**config.mk**
```make
export PLATFORM = sky130hd
export DESIGN_NAME = burst_sched
export DESIGN_NICKNAME = d
export VERILOG_FILES = /design/src/rtl/burst_sched_pkg.sv /design/src/rtl/bsched_queue.sv /design/src/rtl/bsched_pick.sv /design/src/rtl/bsched_gap.sv /design/src/rtl/burst_sched.sv
export SDC_FILE = /design/constraint.sdc
export NUM_CORES = 1
export LEC_CHECK = 0
export BUFFER_PORTS_ARGS = -buffer_cell sky130_fd_sc_hd__buf_2
export CORE_UTILIZATION = 63
export CTS_BUF_LIST = sky130_fd_sc_hd__clkbuf_8
export CTS_CLUSTER_DIAMETER = 30
export CTS_CLUSTER_SIZE = 8
export DETAILED_ROUTE_END_ITERATION = 10
export HOLD_SLACK_MARGIN = 0.05
export PLACE_DENSITY_LB_ADDON = 0.1
export SLEW_MARGIN = 10
export SYNTH_ARGS = -nofsm -noshare
export SYNTH_HDL_FRONTEND = slang
export SYNTH_SLANG_ARGS = --single-unit
```
**constraint.sdc**
```tcl
create_clock -name clk -period 11.1 [get_ports clk]
set_input_delay 1.665 -clock clk [delete_from_list [all_inputs] [get_ports clk]]
set_output_delay 1.665 -clock clk [all_outputs]
set_load 0.01 [all_outputs]
```
**src/rtl/burst_sched_pkg.sv**
```systemverilog
package burst_sched_pkg;

   // Served direction and turnaround phase of the scheduler.
   typedef enum logic [1:0] {
      ST_READ     = 2'd0,
      ST_WRITE    = 2'd1,
      ST_TO_WRITE = 2'd2,
      ST_TO_READ  = 2'd3
   } sched_state_e;

   function automatic logic state_is_write(input sched_state_e st);
      return (st == ST_WRITE) || (st == ST_TO_WRITE);
   endfunction

   function automatic logic state_is_switch(input sched_state_e st);
      return (st == ST_TO_WRITE) || (st == ST_TO_READ);
   endfunction

endpackage

```
**src/rtl/bsched_queue.sv**
```systemverilog
// Age-ordered burst queue: slot 0 holds the oldest entry. Removal from any
// slot compacts the younger entries down by one position.
module bsched_queue #(
   parameter int DEPTH  = 8,
   parameter int RANK_W = 1,
   parameter int BANK_W = 2,
   localparam int IDX_W = (DEPTH > 1) ? $clog2(DEPTH) : 1,
   localparam int CNT_W = $clog2(DEPTH + 1)
) (
   input  logic              clk,
   input  logic              rst_n,
   input  logic              push,
   input  logic [RANK_W-1:0] push_rank,
   input  logic [BANK_W-1:0] push_bank,
   input  logic              pop,
   input  logic [IDX_W-1:0]  pop_idx,
   output logic [DEPTH-1:0]  ent_valid,
   output logic [RANK_W-1:0] ent_rank [DEPTH],
   output logic [BANK_W-1:0] ent_bank [DEPTH],
   output logic [CNT_W-1:0]  count,
   output logic              full
);

   logic [RANK_W-1:0] rank_q [DEPTH];
   logic [BANK_W-1:0] bank_q [DEPTH];
   logic [RANK_W-1:0] sh_rank [DEPTH];
   logic [BANK_W-1:0] sh_bank [DEPTH];
   logic [CNT_W-1:0]  cnt_q;
   logic [CNT_W-1:0]  wr_pos;
   logic              push_ok;
   logic              pop_ok;

   assign full    = (cnt_q == CNT_W'(DEPTH));
   assign push_ok = push && !full;
   assign pop_ok  = pop && (cnt_q != '0);
   assign wr_pos  = cnt_q - CNT_W'(pop_ok);
   assign count   = cnt_q;

   for (genvar g = 0; g < DEPTH; g++) begin : g_slot
      if (g < DEPTH - 1) begin : g_shift
         logic take_next;
         assign take_next  = pop_ok && (IDX_W'(g) >= pop_idx);
         assign sh_rank[g] = take_next ? rank_q[g+1] : rank_q[g];
         assign sh_bank[g] = take_next ? bank_q[g+1] : bank_q[g];
      end else begin : g_tail
         assign sh_rank[g] = rank_q[g];
         assign sh_bank[g] = bank_q[g];
      end
      assign ent_valid[g] = (CNT_W'(g) < cnt_q);
      assign ent_rank[g]  = rank_q[g];
      assign ent_bank[g]  = bank_q[g];
   end

   always_ff @(posedge clk) begin
      if (!rst_n) begin
         cnt_q <= '0;
         for (int i = 0; i < DEPTH; i++) begin
            rank_q[i] <= '0;
            bank_q[i] <= '0;
         end
      end else begin
         for (int i = 0; i < DEPTH; i++) begin
            if (push_ok && (CNT_W'(i) == wr_pos)) begin
               rank_q[i] <= push_rank;
               bank_q[i] <= push_bank;
            end else begin
               rank_q[i] <= sh_rank[i];
               bank_q[i] <= sh_bank[i];
            end
         end
         cnt_q <= cnt_q + CNT_W'(push_ok) - CNT_W'(pop_ok);
      end
   end

endmodule

```
**src/rtl/bsched_pick.sv**
```systemverilog
// Candidate picker: the oldest eligible entry on the preferred rank wins,
// otherwise the oldest eligible entry of any rank.
module bsched_pick #(
   parameter int DEPTH  = 8,
   parameter int RANK_W = 1,
   parameter int BANK_W = 2,
   localparam int IDX_W = (DEPTH > 1) ? $clog2(DEPTH) : 1,
   localparam int NRB   = 1 << (RANK_W + BANK_W)
) (
   input  logic [DEPTH-1:0]  ent_valid,
   input  logic [RANK_W-1:0] ent_rank [DEPTH],
   input  logic [BANK_W-1:0] ent_bank [DEPTH],
   input  logic [NRB-1:0]    bank_ready,
   input  logic              prefer_en,
   input  logic [RANK_W-1:0] pref_rank,
   input  logic              need_ready,
   output logic              found,
   output logic [IDX_W-1:0]  idx,
   output logic [RANK_W-1:0] pick_rank,
   output logic [BANK_W-1:0] pick_bank
);

   logic [DEPTH-1:0] eligible;
   logic [DEPTH-1:0] on_rank;

   always_comb begin
      for (int i = 0; i < DEPTH; i++) begin
         eligible[i] = ent_valid[i] &&
                       (!need_ready || bank_ready[{ent_rank[i], ent_bank[i]}]);
         on_rank[i]  = eligible[i] && prefer_en && (ent_rank[i] == pref_rank);
      end
   end

   always_comb begin
      found = |eligible;
      idx   = '0;
      if (|on_rank) begin
         for (int i = DEPTH - 1; i >= 0; i--) begin
            if (on_rank[i]) idx = IDX_W'(i);
         end
      end else begin
         for (int i = DEPTH - 1; i >= 0; i--) begin
            if (eligible[i]) idx = IDX_W'(i);
         end
      end
   end

   assign pick_rank = ent_rank[idx];
   assign pick_bank = ent_bank[idx];

endmodule

```
**src/rtl/bsched_gap.sv**
```systemverilog
// Earliest data-bus slot for a candidate, given the previous burst.
module bsched_gap #(
   parameter int T_BURST = 4,
   parameter int T_CS    = 2,
   parameter int T_RTW   = 6,
   parameter int T_WTR   = 8,
   parameter int CYC_W   = 32,
   parameter int RANK_W  = 1
) (
   input  logic              last_valid,
   input  logic [CYC_W-1:0]  last_cyc,
   input  logic [RANK_W-1:0] last_rank,
   input  logic              last_write,
   input  logic [RANK_W-1:0] cand_rank,
   input  logic              cand_write,
   output logic [CYC_W-1:0]  earliest
);

   logic [CYC_W-1:0] rank_pen;
   logic [CYC_W-1:0] dir_pen;

   always_comb begin
      rank_pen = (cand_rank != last_rank) ? CYC_W'(T_CS) : '0;
      if (cand_write == last_write)
         dir_pen = '0;
      else if (cand_write)
         dir_pen = CYC_W'(T_RTW);
      else
         dir_pen = CYC_W'(T_WTR);
      earliest = last_valid ? (last_cyc + CYC_W'(T_BURST) + rank_pen + dir_pen) : '0;
   end

endmodule

```
**src/rtl/burst_sched.sv**
```systemverilog
module burst_sched
   import burst_sched_pkg::*;
#(
   parameter int RANKS       = 2,
   parameter int BANKS       = 4,
   parameter int DEPTH       = 8,
   parameter int T_BURST     = 4,
   parameter int T_CS        = 2,
   parameter int T_RTW       = 6,
   parameter int T_WTR       = 8,
   parameter int WR_HIGH     = 6,
   parameter int CYC_W       = 32,
   parameter bit OVERLAP_W2R = 1'b1,
   localparam int RANK_W = $clog2(RANKS),
   localparam int BANK_W = $clog2(BANKS),
   localparam int IDX_W  = (DEPTH > 1) ? $clog2(DEPTH) : 1,
   localparam int CNT_W  = $clog2(DEPTH + 1),
   localparam int NRB    = RANKS * BANKS
) (
   input  logic              clk,
   input  logic              rst_n,
   input  logic              rd_push,
   input  logic [RANK_W-1:0] rd_rank,
   input  logic [BANK_W-1:0] rd_bank,
   output logic              rd_full,
   input  logic              wr_push,
   input  logic [RANK_W-1:0] wr_rank,
   input  logic [BANK_W-1:0] wr_bank,
   output logic              wr_full,
   input  logic [NRB-1:0]    bank_ready,
   output logic              sel_valid,
   output logic              sel_write,
   output logic [RANK_W-1:0] sel_rank,
   output logic [BANK_W-1:0] sel_bank,
   output logic [CYC_W-1:0]  sel_earliest,
   output logic              issue,
   output logic              switching,
   output logic [CYC_W-1:0]  cycle_now
);

   // Elaboration-time parameter checks
   if (RANKS < 2 || (RANKS & (RANKS - 1)) != 0) begin : g_chk_ranks
      $error("RANKS must be a power of two of at least 2");
   end
   if (BANKS < 2 || (BANKS & (BANKS - 1)) != 0) begin : g_chk_banks
      $error("BANKS must be a power of two of at least 2");
   end
   if (DEPTH < 2) begin : g_chk_depth
      $error("DEPTH must be at least 2");
   end
   if (WR_HIGH < 1 || WR_HIGH > DEPTH) begin : g_chk_high
      $error("WR_HIGH must lie in 1..DEPTH");
   end
   if (T_BURST < 1 || T_CS < 0 || T_RTW < 0 || T_WTR < 0) begin : g_chk_timing
      $error("timing parameters out of range");
   end

   sched_state_e state_q, state_d;
   logic         serve_write;
   logic         in_switch;
   logic         want_switch;
   logic         prefer_en;
   logic         rd_need_ready;
   logic         sel_ready;

   logic [CYC_W-1:0]  cyc_q;
   logic              last_valid_q;
   logic [CYC_W-1:0]  last_cyc_q;
   logic [RANK_W-1:0] last_rank_q;
   logic              last_write_q;

   logic [DEPTH-1:0]  rd_valid, wr_valid;
   logic [RANK_W-1:0] rd_erank [DEPTH];
   logic [BANK_W-1:0] rd_ebank [DEPTH];
   logic [RANK_W-1:0] wr_erank [DEPTH];
   logic [BANK_W-1:0] wr_ebank [DEPTH];
   logic [CNT_W-1:0]  rd_cnt, wr_cnt;

   logic              rd_found, wr_found;
   logic [IDX_W-1:0]  rd_idx, wr_idx;
   logic [RANK_W-1:0] rd_prank, wr_prank;
   logic [BANK_W-1:0] rd_pbank, wr_pbank;

   assign serve_write = state_is_write(state_q);
   assign in_switch   = state_is_switch(state_q);
   assign prefer_en   = last_valid_q && !in_switch;

   // Variant: read bank preparation may overlap the write-to-read turnaround
   if (OVERLAP_W2R) begin : g_w2r_overlap
      assign rd_need_ready = (state_q != ST_TO_READ);
   end else begin : g_w2r_serial
      assign rd_need_ready = 1'b1;
   end

   bsched_queue #(.DEPTH(DEPTH), .RANK_W(RANK_W), .BANK_W(BANK_W)) u_rd_queue (
      .clk       (clk),
      .rst_n     (rst_n),
      .push      (rd_push),
      .push_rank (rd_rank),
      .push_bank (rd_bank),
      .pop       (issue && !serve_write),
      .pop_idx   (rd_idx),
      .ent_valid (rd_valid),
      .ent_rank  (rd_erank),
      .ent_bank  (rd_ebank),
      .count     (rd_cnt),
      .full      (rd_full)
   );

   bsched_queue #(.DEPTH(DEPTH), .RANK_W(RANK_W), .BANK_W(BANK_W)) u_wr_queue (
      .clk       (clk),
      .rst_n     (rst_n),
      .push      (wr_push),
      .push_rank (wr_rank),
      .push_bank (wr_bank),
      .pop       (issue && serve_write),
      .pop_idx   (wr_idx),
      .ent_valid (wr_valid),
      .ent_rank  (wr_erank),
      .ent_bank  (wr_ebank),
      .count     (wr_cnt),
      .full      (wr_full)
   );

   bsched_pick #(.DEPTH(DEPTH), .RANK_W(RANK_W), .BANK_W(BANK_W)) u_rd_pick (
      .ent_valid  (rd_valid),
      .ent_rank   (rd_erank),
      .ent_bank   (rd_ebank),
      .bank_ready (bank_ready),
      .prefer_en  (prefer_en),
      .pref_rank  (last_rank_q),
      .need_ready (rd_need_ready),
      .found      (rd_found),
      .idx        (rd_idx),
      .pick_rank  (rd_prank),
      .pick_bank  (rd_pbank)
   );

   bsched_pick #(.DEPTH(DEPTH), .RANK_W(RANK_W), .BANK_W(BANK_W)) u_wr_pick (
      .ent_valid  (wr_valid),
      .ent_rank   (wr_erank),
      .ent_bank   (wr_ebank),
      .bank_ready (bank_ready),
      .prefer_en  (prefer_en),
      .pref_rank  (last_rank_q),
      .need_ready (1'b1),
      .found      (wr_found),
      .idx        (wr_idx),
      .pick_rank  (wr_prank),
      .pick_bank  (wr_pbank)
   );

   assign sel_valid = serve_write ? wr_found : rd_found;
   assign sel_write = serve_write;
   assign sel_rank  = serve_write ? wr_prank : rd_prank;
   assign sel_bank  = serve_write ? wr_pbank : rd_pbank;
   assign sel_ready = bank_ready[{sel_rank, sel_bank}];

   bsched_gap #(
      .T_BURST (T_BURST),
      .T_CS    (T_CS),
      .T_RTW   (T_RTW),
      .T_WTR   (T_WTR),
      .CYC_W   (CYC_W),
      .RANK_W  (RANK_W)
   ) u_gap (
      .last_valid (last_valid_q),
      .last_cyc   (last_cyc_q),
      .last_rank  (last_rank_q),
      .last_write (last_write_q),
      .cand_rank  (sel_rank),
      .cand_write (sel_write),
      .earliest   (sel_earliest)
   );

   // Direction change decisions; none while a switch is under way
   always_comb begin
      unique case (state_q)
         ST_READ:  want_switch = ((rd_cnt == '0) && (wr_cnt != '0)) ||
                                 (wr_cnt >= CNT_W'(WR_HIGH));
         ST_WRITE: want_switch = (wr_cnt == '0) && (rd_cnt != '0);
         default:  want_switch = 1'b0;
      endcase
   end

   assign issue     = sel_valid && sel_ready && !want_switch &&
                      (cyc_q >= sel_earliest);
   assign switching = in_switch;
   assign cycle_now = cyc_q;

   always_comb begin
      state_d = state_q;
      unique case (state_q)
         ST_READ:     if (want_switch) state_d = ST_TO_WRITE;
         ST_WRITE:    if (want_switch) state_d = ST_TO_READ;
         ST_TO_WRITE: if (issue)       state_d = ST_WRITE;
         ST_TO_READ:  if (issue)       state_d = ST_READ;
         default:                      state_d = ST_READ;
      endcase
   end

   always_ff @(posedge clk) begin
      if (!rst_n) begin
         state_q      <= ST_READ;
         cyc_q        <= '0;
         last_valid_q <= 1'b0;
         last_cyc_q   <= '0;
         last_rank_q  <= '0;
         last_write_q <= 1'b0;
      end else begin
         state_q <= state_d;
         cyc_q   <= cyc_q + 1'b1;
         if (issue) begin
            last_valid_q <= 1'b1;
            last_cyc_q   <= cyc_q;
            last_rank_q  <= sel_rank;
            last_write_q <= sel_write;
         end
      end
   end

endmodule

```
==> Yosys cells after proc, flatten, opt, wreduce, memory -nomap -nowiden <==
Memories as Yosys holds them, arrays and structs flattened.
Index checks and enable logic that the tools add are counted.
{ "classes": {"addsub": 10, "multipliers": 0, "div": 0, "n_lt_le_gt_ge": 51, "eq_ne": 42, "n_shift": 0, "n_mux": 282, "bitwise": 66, "reduce_logical": 119} }
{ "op_table": {"columns": ["operator", "count"], "rows": [
  ["$mux 1", 166],
  ["$mux 2", 56],
  ["$mux 3", 34],
  ["$logic_and 1x1->1", 90],
  ["$lt 3x4->1 const B", 17],
  ["$add 32x32->32", 2],
  ["$mux 32", 2],
  ["$or 1x1->1", 64],
  ["$bmux 1 s3", 19],
  ["$add 32x1->32 const B", 1],
  ["$add 32x3->32 const B", 1],
  ["$eq 3x4->1 const A", 8],
  ["$ge 32x32->1", 1],
  ["$lt 3x4->1 const A", 8],
  ["$reduce_or 8->1", 4],
  ["$ge 3x3->1 const A", 6],
  ["$eq 1x1->1", 17],
  ["$eq 2x4->1 const A", 4],
  ["$logic_not 4->1", 4],
  ["$lt 1x4->1 const A", 4],
  ["$lt 2x4->1 const A", 4],
  ["$sub 4x1->4", 4],
  ["$bmux 2 s3", 2],
  ["$ge 1x3->1 const A", 4],
  ["19 further kinds", 48]
]} }
{ "totals": {"reg_bits": 77, "latchBits": 0, "ram_bits": 48, "romBits": 0, "input_bits": 18, "out_inout_bits": 73, "elab_cells": 582, "mem_count": 4} }
{ "memory_table": {"columns": ["name", "words", "word_bits", "read_ports", "rd_clocked_by_memory_dff", "wr", "line_no", "text"], "rows": [
  ["u_rd_queue.bank_q", 8, 2, 8, 0, 8, "bsched_queue.sv:25", "logic [BANK_W-1:0] bank_q [DEPTH];"],
  ["u_wr_queue.bank_q", 8, 2, 8, 0, 8, "bsched_queue.sv:25", null],
  ["u_rd_queue.rank_q", 8, 1, 8, 0, 8, "bsched_queue.sv:24", "logic [RANK_W-1:0] rank_q [DEPTH];"],
  ["u_wr_queue.rank_q", 8, 1, 8, 0, 8, "bsched_queue.sv:24", null]
]} }

==> Depth between registers and ports, before layout <==
An unclocked memory read counts as a cell.
{ "logic_depth": {"word_depth": 38, "depth_mapped": 50, "ltp_nobuf": 47} }

==> Cells and area by module <==
A second synthesis with hierarchy kept.
{ "unflattened": {"cells_unflattened": 1280, "hier_area_um2": 11060.6} }
{ "modules_own_cells": {"columns": ["module", "n_inst", "cells_each", "area_per_inst_um2", "seq_area_each_um2"], "rows": [
  ["burst_sched", 1, 461, 3915.0, 1381.3],
  ["bsched_pick", 2, 169, 1371.3, 0.0],
  ["bsched_queue (u_wr_queue)", 1, 168, 1724.2, 800.8],
  ["bsched_queue (u_rd_queue)", 1, 164, 1707.9, 800.8],
  ["bsched_gap", 1, 149, 970.9, 0.0]
]} }

==> Worst setup path before layout <==
OpenSTA, ideal clock, no wires.
{ "synth_path": {"kind": "in2reg", "from": "input port bank_ready[7]", "to": "memory u_rd_queue.bank_q[0][0] (data pin)", "setup_time_ns": 0.260, "arrival_time_ns": 10.139, "t_required_ns": 10.840, "path_slack_ns": 0.701, "cell_stages": 43, "n_path_buf": 3, "cell_sequence": "buf_2 > mux4_2 > mux2_2 > o21ai_1 > a21oi_1 > o31a_1 > buf_6 > o21a_4 > o211a_1 > o221a_1 > a31oi_4 > xnor2_1 > fa_1 > ha_1 > inv_1 > fa_1 > nor2b_1 > o21ai_0 > (+7 left out) > o21ai_0 > nand2b_1 > a21oi_1 > nor2b_1 > o21ai_0 > nand2b_1 > a21o_1 > a2111oi_0 > a211oi_1 > o31ai_4 > or2_1 > inv_1 > ha_1 > inv_1 > ha_1 > clkbuf_1 > o41ai_1 > mux2_2"} }
{ "synth_lines": {"columns": ["element", "line_no", "text"], "rows": [
  ["start, declared", "burst_sched.sv:30", "input logic [NRB-1:0] bank_ready,"],
  ["end, declared", "bsched_queue.sv:25", null]
]} }

==> Final worst setup path <==
{ "layout_path": {"from": "input port bank_ready[7]", "to": "output port issue"} }
{ "layout_between": {"elab_chain_cells": 27, "elab_cells_between_ends": 154, "cone_classes": "2 x add/sub; 1 x order compare; 1 x eq/ne; 85 x mux; 2 x bitwise; 63 x reduce/logical"} }
{ "layout_rtl": {"columns": ["element", "line_no", "text"], "rows": [
  ["$bmux 1 s3", "bsched_pick.sv:29", "(!need_ready || bank_ready[{ent_rank[i], ent_bank[i]}]);"],
  ["$mux 1 (not written as such)", "bsched_pick.sv:29", null],
  ["$logic_or 1x1->1", "bsched_pick.sv:29", null],
  ["$logic_and 1x1->1", "bsched_pick.sv:28", "eligible[i] = ent_valid[i] &&"],
  ["$logic_and 1x1->1 (2 in series)", "bsched_pick.sv:30", "on_rank[i] = eligible[i] && prefer_en && (ent_rank[i] == pref_rank);"],
  ["$mux 3 (8 in series)", "bsched_pick.sv:39", "if (on_rank[i]) idx = IDX_W'(i);"],
  ["$mux 3", "bsched_pick.sv:37", "if (|on_rank) begin"],
  ["$not 3->4 (not written as such)", "bsched_pick.sv:48, bsched_pick.sv:49", null],
  ["$bmux 1 s3", "bsched_pick.sv:48", "assign pick_rank = ent_rank[idx];"],
  ["$mux 1 (not written as such) (2 in series)", "bsched_pick.sv:48", null],
  ["$mux 1", "burst_sched.sv:155", "assign sel_rank = serve_write ? wr_prank : rd_prank;"],
  ["$ne 1x1->1", "bsched_gap.sv:23", "rank_pen = (cand_rank != last_rank) ? CYC_W'(T_CS) : '0;"],
  ["$mux 2", "bsched_gap.sv:23", null],
  ["$add 32x32->32 (2 in series)", "bsched_gap.sv:30", "earliest = last_valid ? (last_cyc + CYC_W'(T_BURST) + rank_pen + dir_pen) : '0;"],
  ["$mux 32", "bsched_gap.sv:30", null],
  ["$ge 32x32->1", "burst_sched.sv:187", "(cyc_q >= sel_earliest);"],
  ["$logic_and 1x1->1 (*)", "burst_sched.sv:186", "assign issue = sel_valid && sel_ready && !want_switch &&"],
  ["end, declared", "burst_sched.sv:36", "output logic issue,"]
]} }
Mark *: on every way between the ends. The rest lies on a longest branch, timed or not. The select of a mux whose other input is x is not followed.

==> results.sh <==
export IMPL_ys_seq_elements=125
export IMPL_crit_end="issue"
export IMPL_timing_final_crit_period_ns=10.49
export IMPL_rsz0062_at_grt="false"
export IMPL_r2r_start="state_q[0]"
export IMPL_root_buffer="clkbuf_8"
export IMPL_via_per_inst=6.30
export IMPL_finish_utilization_pct=72.1
export IMPL_num_vias=9465
export IMPL_synthToLayoutAreaGrowth_pct=10.3
export IMPL_drc=0
export IMPL_rr_worst_depth=44
export IMPL_numCtsBuffers=17
export IMPL_p_leak_nw=5.40
export IMPL_clock_fmax_mhz=95.3
export IMPL_cts_sinks=125
export IMPL_crit_required_ns=9.44
export IMPL_ios=91
export IMPL_cpPeakStageDelay_ns=0.55
export IMPL_clockBufferDepth=2
export IMPL_ir_drop_uv=290
export IMPL_setup_viol=0
export IMPL_fp_dieW_um=131
export IMPL_drt_first_pass_iters=5
export IMPL_worstHoldStart="cycle_now[0]"
export IMPL_finalHoldViolCount=0
export IMPL_ys_seq_area_share_pct=28.3
export IMPL_avgSynthCellArea_sq_um=8.84
export IMPL_max_slew_margin_pct=31.9
export IMPL_cp_data_arrival_time_ns=8.83
export IMPL_p_per_area_mw_per_mm2=310
export IMPL_critical_path_slowest_cell="mux4_2"
export IMPL_track_usage_pct=33.9
export IMPL_period_share_pct=94.5
export IMPL_post_place_cells=1472
export IMPL_overflow=0
export IMPL_diodes=0
export IMPL_start_util_pct=65.4
export IMPL_cp_start_kind="primary input"
export IMPL_crit_type="in2out"
export IMPL_core_area_sq_mm=0.0161
export IMPL_drv_slew=0
export IMPL_reg2reg_to="u_wr_queue.bank_q[0][12]"
export IMPL_grt_pass1_wl_um=46300
export IMPL_clk_pin_slew_ns=0.07
export IMPL_die_h_um=131
export IMPL_yosysUniqueCellTypes=91
export IMPL_worstMarginPinSlew_ns=1.02
export IMPL_crit_fanout=18
export IMPL_grt_max_degree=81
export IMPL_cp_startpoint="bank_ready[7]"
export IMPL_postSynthCellCount=1191
export IMPL_min_path_type="reg2reg"
export IMPL_finClkSkew_ns=0.0129
export IMPL_reg2reg_slack_ns=1.01
export IMPL_htreeDepth=4
export IMPL_post_drt_wl_per_cell_um=19.4
export IMPL_io_buffer_count=90
export IMPL_fill_cells=1264
export IMPL_ys_warn_count=0
export IMPL_clk_latency_ns=0.45
export IMPL_dp_hpwl_um=21700
export IMPL_path_depth=38
export IMPL_grt_pass1_vias=8824
export IMPL_drv_cap=0
export IMPL_synthFlopType="dfxtp_1"
export IMPL_synthArstFlopShare_pct=0
export IMPL_cts_tree="built"
export IMPL_postCtsHoldBufs=0
export IMPL_final_net_count=1357
export IMPL_drive_gt1_share_pct=17.8
export IMPL_stdcell_count=1502
export IMPL_critPathBufInv=5
export IMPL_ant_nets=0
export IMPL_status="finished, final reports clean"
export IMPL_dieArea_sq_mm=0.0172
export IMPL_setup_tns_ns=0
export IMPL_cp_end_kind="primary output"
export IMPL_drt_total_wl_um=29100
export IMPL_synth_edf_count=48
export IMPL_path_delay_family="compound AO/OA/AOI/OAI gates"
export IMPL_antenna_found_initial=0
export IMPL_rows=46
export IMPL_first_iter_violations=829
export IMPL_holdWs_ns=0.496
export IMPL_syn_area_sq_mm=0.0105
export IMPL_place_gp_congestion=1.02
## cells in the final DEF, fill, tap and decap left out, types with 9 or more instances in the layout
| cell | instances |
|---|---|
| a21o_1 | 20 |
| a21oi_1 | 35 |
| and2_1 | 23 |
| and3_1 | 15 |
| buf_2 | 90 |
| buf_4 | 29 |
| clkbuf_8 | 19 |
| dfxtp_1 | 77 |
| edfxtp_1 | 48 |
| ha_1 | 60 |
| inv_1 | 85 |
| mux2_2 | 27 |
| mux2i_1 | 84 |
| mux4_2 | 21 |
| nand2_1 | 93 |
| nand2b_1 | 47 |
| nand3_1 | 38 |
| nand4_1 | 13 |
| nor2_1 | 123 |
| nor2b_1 | 16 |
| o211ai_1 | 17 |
| o21a_1 | 9 |
| o21ai_0 | 32 |
| o31ai_1 | 11 |
| xnor2_1 | 20 |
| xor2_1 | 49 |
## flip-flops by register name, indices dropped and copies added (netlist names)
register           cells
u_rd_queue.bank_q     16
u_rd_queue.rank_q      8
last_rank_q            1
cycle_now             32
last_valid_q           1
u_wr_queue.count       4
u_wr_queue.rank_q      8
u_wr_queue.bank_q     16
last_cyc_q            32
last_write_q           1
state_q                2
u_rd_queue.count       4
## synth_stat cells (4+ instances only)
library cell / n / area (sq um)
o211a_1: 6 / 60.1
inv_1: 82 / 308
o211ai_1: 17 / 128
o21bai_1: 7 / 52.6
or2_2: 7 / 43.8
nand2_1: 93 / 349
xnor2_1: 20 / 175
nand2b_1: 47 / 294
a311oi_1: 5 / 43.8
a221oi_1: 4 / 35.0
nor2b_1: 17 / 106
mux4_2: 21 / 473
and2_1: 23 / 144
o21ai_1: 6 / 30.0
a211oi_1: 8 / 60.1
nand3_1: 39 / 195
mux2_1: 4 / 45.0
or3_1: 8 / 50.1
buf_6: 5 / 56.3
edfxtp_1: 48 / 1440
buf_2: 15 / 75.1
xor2_1: 49 / 429
a31oi_1: 8 / 50.1
buf_1: 4 / 15.0
a21oi_1: 36 / 180
o21ai_0: 32 / 160
nand4_1: 13 / 81.3
a21o_1: 20 / 150
ha_1: 60 / 751
nor2_1: 124 / 465
mux2i_1: 84 / 841
fa_1: 4 / 80.1
and3_1: 15 / 93.8
clkbuf_1: 32 / 120
nor3_1: 8 / 40.0
mux2_2: 27 / 304
o31ai_1: 12 / 90.1
o221ai_1: 7 / 61.3
and4_1: 6 / 52.6
dfxtp_1: 77 / 1540
o21a_1: 9 / 67.6
## worst min-delay path by stage
stage	end	slack, ns	cells after the start
floorplan	last_cyc_q[0]	0.46	2
global placement	last_cyc_q[0]	0.47	2
detailed placement	last_cyc_q[0]	0.49	2
CTS	last_cyc_q[0]	0.51	2
global route	last_cyc_q[2]	0.53	2
finish	cycle_now[0]	0.50	1
## layout make-up
type / instances / area, sq um / share of cell area, %
clock buffer: 19 / 262 / 2.25
clock inverter: 11 / 105 / 0.905
inverter: 85 / 319 / 2.75
multi-input combinational: 927 / 7010 / 60.3
sequential: 125 / 2980 / 25.7
tap: 216 / 270 / 2.33
timing repair buffer: 119 / 668 / 5.75
## timing repair
item,CTS,global route
setup endpoints to repair,0,74
setup buffers,0,0
gates resized for setup,0,9
## logic make-up (layout without fill, tap and decap cells)
| family | Yosys count | in the layout | share of synthesized area (%) |
|---|---|---|---|
| compound gates | 237 | 237 | 17.0 |
| xor+xnor | 69 | 69 | 5.74 |
| fa+ha+maj | 64 | 64 | 7.89 |
| buf+inv | 142 | 234 | 5.63 |
| flops | 125 | 125 | 28.3 |
| mux | 136 | 136 | 15.8 |
| other cells | 1 | 4 | 0.0356 |
| simple gates | 417 | 417 | 19.6 |
## layer usage
| metal | track usage [%] | vias up | routed length, um |
|---|---|---|---|
| met1 | 44.6 | 4477 | 12400 |
| met5 | 0 | - | 0 |
| met4 | 11.1 | 0 | 802 |
| li1 | - | 4453 | - |
| met2 | 54.4 | 462 | 13200 |
| met3 | 8.56 | 73 | 2730 |
## where the power goes
group          internal (mW)  total, mW  switching, mW
Combinational           1.04       2.45           1.41
Sequential             0.598      0.760          0.162
Clock                  0.204      0.383          0.178
## worst register-to-register path: cells and delay by family, from the launching register on
| family | cells | cell delay [ns] |
|---|---|---|
| AOI/OAI and AO/OA | 17 | 3.76 |
| and+or+nand+nor | 14 | 2.36 |
| adders and majority gates | 6 | 2.02 |
| xor gates and xnor gates | 3 | 0.53 |
| buffers and inverters | 3 | 0.42 |
| muxes | 1 | 0.38 |
| DFF | 1 | 0.34 |
## per-stage QoR
stage	setup WS, ns	power (mW)	instance area, sq um
finish	0.609	3.60	11600
global route	0.0396	3.79	11600
CTS	0.469	3.52	11600
detailed placement	0.128	3.13	11200
global placement	0.403	3.11	11200
floorplan	0.701	2.54	10500
Note: power is estimated with default switching activity, not from simulation.
